--- src/rtl/irq_hub_pkg.sv ---
package irq_hub_pkg;

    localparam int unsigned BUS_AW = 8;
    localparam int unsigned BUS_DW = 32;

    typedef enum logic [1:0] {
        TRIG_LVL_HI = 2'd0,
        TRIG_RISE   = 2'd1,
        TRIG_FALL   = 2'd2,
        TRIG_RSVD   = 2'd3
    } trig_mode_e;

    localparam logic [BUS_AW-1:0] ADDR_GRANT   = 8'h00;
    localparam logic [BUS_AW-1:0] ADDR_PRIO    = 8'h20;
    localparam logic [BUS_AW-1:0] ADDR_AUX     = 8'h24;
    localparam logic [BUS_AW-1:0] ADDR_STAT_LO = 8'h80;
    localparam logic [BUS_AW-1:0] ADDR_STAT_HI = 8'h84;
    localparam logic [1:0]        CFG_PAGE     = 2'b01;

    localparam int CFG_EN_BIT   = 3;
    localparam int CFG_MODE_LSB = 4;
    localparam int PRIO_ROT_BIT = 6;
    localparam int GRANT_VLD    = 8;

    typedef struct packed {
        logic [BUS_DW-1:0] prio;
        logic [BUS_DW-1:0] aux;
        logic [BUS_DW-1:0] rdata;
    } hub_regs_t;

    function automatic logic mode_is_edge(trig_mode_e m);
        return (m == TRIG_RISE) || (m == TRIG_FALL);
    endfunction

    function automatic logic [BUS_DW-1:0] lane_mask(logic [BUS_DW/8-1:0] be);
        logic [BUS_DW-1:0] m;
        for (int i = 0; i < BUS_DW/8; i++) begin
            m[8*i +: 8] = {8{be[i]}};
        end
        return m;
    endfunction

endpackage

--- src/rtl/irq_src_slot.sv ---
module irq_src_slot
    import irq_hub_pkg::*;
(
    input  logic       clk,
    input  logic       rst_n,
    input  logic       src_i,
    input  logic       cfg_we,
    input  logic [7:0] cfg_wdata,
    input  logic       stat_clr,
    output logic       en_o,
    output trig_mode_e mode_o,
    output logic       stat_o,
    output logic       pend_o
);

    typedef struct packed {
        logic       en;
        trig_mode_e mode;
        logic       prev;
        logic       stat;
    } slot_t;

    slot_t q, d;
    logic  evt;

    always_comb begin
        d = q;
        unique case (q.mode)
            TRIG_RISE: evt = src_i & ~q.prev;
            TRIG_FALL: evt = ~src_i & q.prev;
            default:   evt = 1'b0;
        endcase
        d.prev = src_i;
        if (mode_is_edge(q.mode)) begin
            d.stat = (q.stat & ~stat_clr) | evt;
        end else begin
            d.stat = 1'b0;
        end
        if (cfg_we) begin
            d.en   = cfg_wdata[CFG_EN_BIT];
            d.mode = trig_mode_e'(cfg_wdata[CFG_MODE_LSB +: 2]);
        end
    end

    always_ff @(posedge clk or negedge rst_n) begin
        if (!rst_n) begin
            q <= '{en: 1'b0, mode: TRIG_LVL_HI, prev: 1'b0, stat: 1'b0};
        end else begin
            q <= d;
        end
    end

    assign en_o   = q.en;
    assign mode_o = q.mode;
    assign stat_o = q.stat;
    assign pend_o = q.en & (mode_is_edge(q.mode) ? q.stat : src_i);

endmodule

--- src/rtl/irq_arbiter.sv ---
module irq_arbiter #(
    parameter int SRC_N = 64,
    localparam int IDX_W = $clog2(SRC_N)
) (
    input  logic             clk,
    input  logic             rst_n,
    input  logic [SRC_N-1:0] pend_i,
    input  logic             rotate_i,
    input  logic             claim_i,
    output logic [IDX_W-1:0] win_idx_o,
    output logic             win_vld_o
);

    typedef struct packed {
        logic [IDX_W-1:0] idx;
        logic             vld;
        logic [IDX_W-1:0] last;
    } arb_t;

    arb_t q, d;

    logic [IDX_W-1:0]   start;
    logic [2*SRC_N-1:0] dbl;
    logic [SRC_N-1:0]   rot;
    logic [IDX_W-1:0]   pos;

    always_comb begin
        d     = q;
        start = rotate_i ? q.last + IDX_W'(1) : '0;
        dbl   = {pend_i, pend_i} >> start;
        rot   = dbl[SRC_N-1:0];
        pos   = '0;
        for (int i = SRC_N - 1; i >= 0; i--) begin
            if (rot[i]) pos = IDX_W'(i);
        end
        d.vld = |pend_i;
        d.idx = d.vld ? start + pos : '0;
        if (claim_i && q.vld) begin
            d.last = q.idx;
        end
    end

    always_ff @(posedge clk or negedge rst_n) begin
        if (!rst_n) begin
            q <= '{idx: '0, vld: 1'b0, last: '1};
        end else begin
            q <= d;
        end
    end

    assign win_idx_o = q.idx;
    assign win_vld_o = q.vld;

endmodule

--- src/rtl/irq_hub64.sv ---
module irq_hub64
    import irq_hub_pkg::*;
#(
    parameter int SRC_N = 64
) (
    input  logic              clk,
    input  logic              rst_n,
    input  logic [SRC_N-1:0]  src_i,
    input  logic              bus_sel,
    input  logic              bus_wr,
    input  logic [BUS_AW-1:0] bus_addr,
    input  logic [3:0]        bus_be,
    input  logic [BUS_DW-1:0] bus_wdata,
    output logic [BUS_DW-1:0] bus_rdata,
    output logic              irq_o
);

    localparam int IDX_W = $clog2(SRC_N);
    localparam int LANES = BUS_DW / 8;

    hub_regs_t q, d;

    logic             acc_ok, wr_stb, rd_stb, claim, rotate_en;
    logic [BUS_DW-1:0] wmask, rd_word;
    logic [SRC_N-1:0] cfg_we, clr, pend_vec, stat_vec, en_vec, lvl_vec;
    logic [7:0]       cfg_byte [SRC_N];
    trig_mode_e       mode_vec [SRC_N];
    logic [IDX_W-1:0] win_idx;
    logic             win_vld;

    assign acc_ok    = bus_sel && (bus_addr[1:0] == 2'b00);
    assign wr_stb    = acc_ok && bus_wr;
    assign rd_stb    = acc_ok && !bus_wr;
    assign wmask     = lane_mask(bus_be);
    assign claim     = rd_stb && (bus_addr == ADDR_GRANT);
    assign rotate_en = q.prio[PRIO_ROT_BIT];

    for (genvar n = 0; n < SRC_N; n++) begin : g_slot
        localparam int LANE = n % LANES;
        localparam int WORD = n / LANES;
        localparam logic [BUS_AW-1:0] STAT_ADDR = (n < 32) ? ADDR_STAT_LO : ADDR_STAT_HI;

        assign cfg_we[n] = wr_stb && (bus_addr[7:6] == CFG_PAGE) &&
                           (bus_addr[5:2] == 4'(WORD)) && bus_be[LANE];
        assign clr[n]    = wr_stb && (bus_addr == STAT_ADDR) &&
                           bus_be[(n % 32) / 8] && bus_wdata[n % 32];

        irq_src_slot u_slot (
            .clk       (clk),
            .rst_n     (rst_n),
            .src_i     (src_i[n]),
            .cfg_we    (cfg_we[n]),
            .cfg_wdata (bus_wdata[8*LANE +: 8]),
            .stat_clr  (clr[n]),
            .en_o      (en_vec[n]),
            .mode_o    (mode_vec[n]),
            .stat_o    (stat_vec[n]),
            .pend_o    (pend_vec[n])
        );

        assign lvl_vec[n]  = !mode_is_edge(mode_vec[n]);
        assign cfg_byte[n] = {2'b00, mode_vec[n], en_vec[n], 3'b000};
    end

    irq_arbiter #(.SRC_N(SRC_N)) u_arb (
        .clk       (clk),
        .rst_n     (rst_n),
        .pend_i    (pend_vec),
        .rotate_i  (rotate_en),
        .claim_i   (claim),
        .win_idx_o (win_idx),
        .win_vld_o (win_vld)
    );

    always_comb begin
        rd_word = '0;
        if (bus_addr[7:6] == CFG_PAGE) begin
            for (int b = 0; b < LANES; b++) begin
                rd_word[8*b +: 8] = cfg_byte[{bus_addr[5:2], 2'(b)}];
            end
        end else begin
            unique case (bus_addr)
                ADDR_GRANT: begin
                    rd_word[IDX_W-1:0] = win_idx;
                    rd_word[GRANT_VLD] = win_vld;
                end
                ADDR_PRIO:    rd_word = q.prio;
                ADDR_AUX:     rd_word = q.aux;
                ADDR_STAT_LO: rd_word = stat_vec[31:0];
                ADDR_STAT_HI: rd_word = stat_vec[SRC_N-1:32];
                default:      rd_word = '0;
            endcase
        end
    end

    always_comb begin
        d = q;
        if (wr_stb && bus_addr == ADDR_PRIO) begin
            d.prio = (q.prio & ~wmask) | (bus_wdata & wmask);
        end
        if (wr_stb && bus_addr == ADDR_AUX) begin
            d.aux = (q.aux & ~wmask) | (bus_wdata & wmask);
        end
        if (rd_stb) begin
            d.rdata = rd_word;
        end
    end

    always_ff @(posedge clk or negedge rst_n) begin
        if (!rst_n) begin
            q <= '0;
        end else begin
            q <= d;
        end
    end

    assign bus_rdata = q.rdata;
    assign irq_o     = win_vld;

endmodule

--- config.mk ---
export PLATFORM = sky130hd
export DESIGN_NAME = irq_hub64
export DESIGN_NICKNAME = d
export VERILOG_FILES = /design/src/rtl/irq_hub_pkg.sv /design/src/rtl/irq_src_slot.sv /design/src/rtl/irq_arbiter.sv /design/src/rtl/irq_hub64.sv
export SDC_FILE = /design/constraint.sdc
export NUM_CORES = 1
export LEC_CHECK = 0
export CORE_MARGIN = 2
export CORE_UTILIZATION = 46
export CTS_BUF_LIST = sky130_fd_sc_hd__clkbuf_16
export DETAILED_ROUTE_END_ITERATION = 6
export HOLD_SLACK_MARGIN = 0.15
export MAX_ROUTING_LAYER = met4
export SYNTH_ARGS = -nofsm -noshare
export SYNTH_HDL_FRONTEND = slang
export SYNTH_SLANG_ARGS = --single-unit
--- constraint.sdc ---
create_clock -name clk -period 7.8 [get_ports clk]
set_clock_uncertainty 0.1 [all_clocks]
set_input_delay 1.17 -clock clk [delete_from_list [all_inputs] [get_ports clk]]
set_output_delay 1.17 -clock clk [all_outputs]
set_load 0.02 [all_outputs]
==> flow_summary.html <==
<table>
<tr><th>Metric</th><th>Value</th></tr>
<tr><th colspan="2">Route</th></tr>
<tr><td>Wire per inst</td><td>31.6 um</td></tr>
<tr><td>Detailed-routing iteration count for the pre-antenna-repair pass</td><td>7</td></tr>
<tr><td>Routed vias</td><td>25486</td></tr>
<tr><td>Post-Route WL</td><td>121 mm</td></tr>
<tr><td>Via density</td><td>6.69</td></tr>
<tr><td>Iter 0 DRT Violations</td><td>2931</td></tr>
<tr><td>Antenna-violating nets left</td><td>0</td></tr>
<tr><td>Number of design rule violations left after detail routing</td><td>0</td></tr>
<tr><th colspan="2">Floorplanning</th></tr>
<tr><td>Core Rows</td><td>93</td></tr>
<tr><td>Core Area</td><td>64300 sq um</td></tr>
<tr><td>Area of the die</td><td>66900 sq um</td></tr>
<tr><td>Starting density of the core</td><td>0.464</td></tr>
<tr><td>Vertical die dimension</td><td>259 um</td></tr>
<tr><td>X dimension of the die</td><td>259 um</td></tr>
<tr><td>Number of top-level pins</td><td>145</td></tr>
<tr><th colspan="2">Timing</th></tr>
<tr><td>Worst Tran Pin Value</td><td>1.28 ns</td></tr>
<tr><td>Peak clock frequency supported by timing</td><td>0.146 GHz</td></tr>
<tr><td>Period minus WS final</td><td>6.87 ns</td></tr>
<tr><td>Summed negative setup slack over all endpoints</td><td>0 ns</td></tr>
<tr><td>Endpoints failing hold</td><td>0</td></tr>
<tr><td>RSZ-0062 raised after global routing</td><td>no</td></tr>
<tr><td>Relative max-transition margin</td><td>0.140</td></tr>
<tr><td>Fin crit share</td><td>0.880</td></tr>
<tr><td>Final setup margin</td><td>0.934 ns</td></tr>
<tr><td>Final count of negative-setup-slack endpoints</td><td>0</td></tr>
<tr><td>Final Slew Violations</td><td>0</td></tr>
<tr><th colspan="2">Synthesis</th></tr>
<tr><td>Number of warnings printed during yosys synthesis</td><td>0</td></tr>
<tr><td>Post-synth design cell area</td><td>29800 sq um</td></tr>
<tr><td>Ys async rst share</td><td>1.00</td></tr>
<tr><td>Share of the yosys chip area belonging to registers</td><td>0.360</td></tr>
<tr><td>Count of flip-flops with a built-in enable after synthesis</td><td>0</td></tr>
<tr><td>Mean cell area of the mapped netlist</td><td>10.4 sq um</td></tr>
<tr><td>Synth Register Bits</td><td>429</td></tr>
<tr><td>Most frequently used flop master after synthesis</td><td>dfrtp_1</td></tr>
<tr><td>Post-Synthesis Cells</td><td>2858</td></tr>
<tr><td>Post-synthesis net count</td><td>3105</td></tr>
<tr><td>Yosys cell types</td><td>103</td></tr>
<tr><th colspan="2">Place</th></tr>
<tr><td>Post-Place Worst Slack</td><td>0.941 ns</td></tr>
<tr><td>Quantity of I/O buffers inserted on ports</td><td>144</td></tr>
<tr><td>Final weighted congestion in routability-driven placement</td><td>1.04</td></tr>
<tr><td>Post-place instance area</td><td>31900 sq um</td></tr>
<tr><td>Post-DP HPWL</td><td>93.1 mm</td></tr>
<tr><th colspan="2">Worst setup path</th></tr>
<tr><td>Launching element type of the critical path</td><td>flip-flop</td></tr>
<tr><td>Endpoint required time on the critical path</td><td>8.16 ns</td></tr>
<tr><td>Arrival time of the worst setup path</td><td>7.23 ns</td></tr>
<tr><td>Maximum fanout along the worst path</td><td>60</td></tr>
<tr><td>Capturing element type of the critical path</td><td>flip-flop</td></tr>
<tr><td>Worst Setup Path Type</td><td>reg2reg</td></tr>
<tr><th colspan="2">Power</th></tr>
<tr><td>Total power after layout</td><td>4.96 mW</td></tr>
<tr><td>Pwr Density</td><td>149 nW/um^2</td></tr>
<tr><td>P_leak</td><td>13.9 nW</td></tr>
<tr><td>Worst supply voltage drop on vdd</td><td>158 uV</td></tr>
<tr><th colspan="2">Final layout</th></tr>
<tr><td>Nets@finish</td><td>3168</td></tr>
<tr><td>Area of combinational cells with multiple inputs</td><td>17600 sq um</td></tr>
<tr><td>Layout Cell Area excl Fill</td><td>33300 sq um</td></tr>
<tr><td>Flip-flop and latch area</td><td>10700 sq um</td></tr>
<tr><td>P&amp;R area growth vs syn</td><td>11.7%</td></tr>
<tr><td>Layout cells sized above 1</td><td>0.220</td></tr>
<tr><td>Number of inserted filler cells in the final layout</td><td>5732</td></tr>
<tr><th colspan="2">Min path</th></tr>
<tr><td>Hold Crit Class</td><td>reg2reg</td></tr>
<tr><td>Hold path start</td><td>bus_rdata[10]$_DFFE_PN0P_</td></tr>
<tr><th colspan="2">Flow run</th></tr>
<tr><td>Number of max-cap violations</td><td>0</td></tr>
<tr><th colspan="2">Clock tree</th></tr>
<tr><td>Sinks on the clock net</td><td>429</td></tr>
<tr><td>Post-CTS Setup Repair Bufs</td><td>0</td></tr>
<tr><td>Resize count post-CTS</td><td>0</td></tr>
<tr><td>CTS tree</td><td>built</td></tr>
<tr><td>Buffer cell driving the clock tree root</td><td>clkbuf_16</td></tr>
<tr><td>Clock insertion delay at the later pin of the skew report</td><td>0.61 ns</td></tr>
<tr><td>Register clock-pin slew on the reported worst setup and hold paths</td><td>0.06 ns</td></tr>
<tr><td>H-tree depth</td><td>2</td></tr>
<tr><td>Hold-fix buffers, CTS</td><td>0</td></tr>
<tr><td>Deepest clock path buffer count</td><td>3</td></tr>
<tr><td>Num CTS Buffers</td><td>48</td></tr>
<tr><th colspan="2">Global routing</th></tr>
<tr><td>GR Util All Layers</td><td>0.367</td></tr>
<tr><td>Wire length of the first global-routing pass</td><td>174 mm</td></tr>
<tr><td>Total grt overflow</td><td>0</td></tr>
<tr><td>Maximum number of pins on one net before global-route repair</td><td>142</td></tr>
<tr><td>Number of antenna violations at the first check in global routing</td><td>11</td></tr>
<tr><td>Vias in the first global route</td><td>24920</td></tr>
<tr><th colspan="2">Run status</th></tr>
<tr><td>Result of the run</td><td>complete, no violations</td></tr>
</table>
-- cells in the mapped netlist (all sizes together), types with 11 or more instances --
library cell | number | area [sq um]
a22o | 22 | 193
nor2 | 108 | 405
a31oi | 64 | 400
nand2b | 15 | 93.8
a22oi | 58 | 440
and3 | 12 | 75.1
mux2 | 367 | 4140
a221oi | 17 | 149
a211oi | 41 | 318
buf | 112 | 748
nand3b | 109 | 818
nor4 | 11 | 90.1
nand3 | 71 | 355
a32oi | 52 | 482
a21o | 12 | 90.1
and2 | 47 | 299
clkbuf | 76 | 285
and3b | 30 | 264
nand2 | 362 | 1370
o211ai | 19 | 143
ha | 134 | 1680
inv | 143 | 547
dfrtp | 423 | 10600
nand4 | 31 | 200
a21oi | 99 | 518
mux4 | 111 | 2510
o21ai | 55 | 275
nor3 | 20 | 105
mux2i | 72 | 721
-- cells in the final DEF, fill, tap and decap left out, drive strengths merged, types with 55 or more instances in the layout --
cell and count:
nand3 71, mux2 367, mux4 111, mux2i 72
nor2 108, a21oi 99, o21ai 55, a31oi 64
nand2 362, a22oi 58, inv 154, ha 134
nand3b 109, buf 60, clkdlybuf4s50 141, dfrtp 423
-- worst max-delay path: stages (launching register included) --
cell and delay (ns):
dfrtp_1 0.52, buf_4 0.58, nand2b_2 0.21, buf_12 0.27, a32oi_1 0.79, mux2i_1 0.16
mux2i_1 0.53, mux2i_1 0.27, a211oi_1 0.54, nor2_1 0.23, o32a_1 0.44, o311ai_0 0.13
a31oi_1 0.26, o22ai_1 0.30, ha_1 0.28, a21o_1 0.19, a21oi_1 0.22, o21bai_1 0.09
a21oi_1 0.18, xnor2_1 0.15, nand2b_1 0.12, mux2i_1 0.09
-- power breakdown --
part           internal, mW  switching (mW)  total, mW  leakage, nW
Combinational         0.198           0.309      0.507         7.33
Sequential             2.28          0.0486       2.33         5.79
Clock                  1.18           0.951       2.13        0.738
-- cells by family after synthesis --
group,share of synthesized area
adders and majority gates,0.0568
xor gates and xnor gates,0.00172
buffers and inverters,0.0529
and+or+nand+nor,0.144
muxes,0.247
AOI/OAI and AO/OA,0.137
DFF,0.360
-- final cells by class --
cell class / count / area share
inverter: 143 / 0.0164
tap: 855 / 0.0321
timing repair buffer: 201 / 0.0575
antenna: 5 / 0.000375
multi-input combinational: 2098 / 0.528
clock buffer: 48 / 0.0360
clock inverter: 33 / 0.00691
sequential: 429 / 0.322
-- final timing paths --
check	cells past startpoint	slack, ns	end
min in group asynchronous	1	0.44	bus_rdata[13]$_DFFE_PN0P_
setup / recovery	21	0.93	u_arb.win_idx_o[5]$_DFF_PN0_
setup reg to reg	21	0.93	u_arb.win_idx_o[5]$_DFF_PN0_
hold reg to reg	2	0.38	bus_rdata[10]$_DFFE_PN0P_
hold / removal	2	0.38	bus_rdata[10]$_DFFE_PN0P_
max in group asynchronous	2	5.67	bus_rdata[26]$_DFFE_PN0P_
-- layer usage --
metal	part of all wire	track usage	wire length [um]
met5	0	-	0
met1	0.42	0.488	50100
met3	0.088	0.0692	10600
met4	0.038	0.124	4570
met2	0.46	0.565	55200
-- stage by stage --
stage / cells / utilization / hold WS, ns
5_1_grt: 3812 / 0.518 / 0.408
3_5_place_dp: 3726 / 0.495 / 0.369
2_1_floorplan: 2858 / - / 0.340
4_1_cts: 3807 / 0.518 / 0.382
3_3_place_gp: 3726 / 0.495 / 0.362
6_report: 3812 / 0.518 / 0.378
No activity file was read; power rests on OpenSTA's default activity.
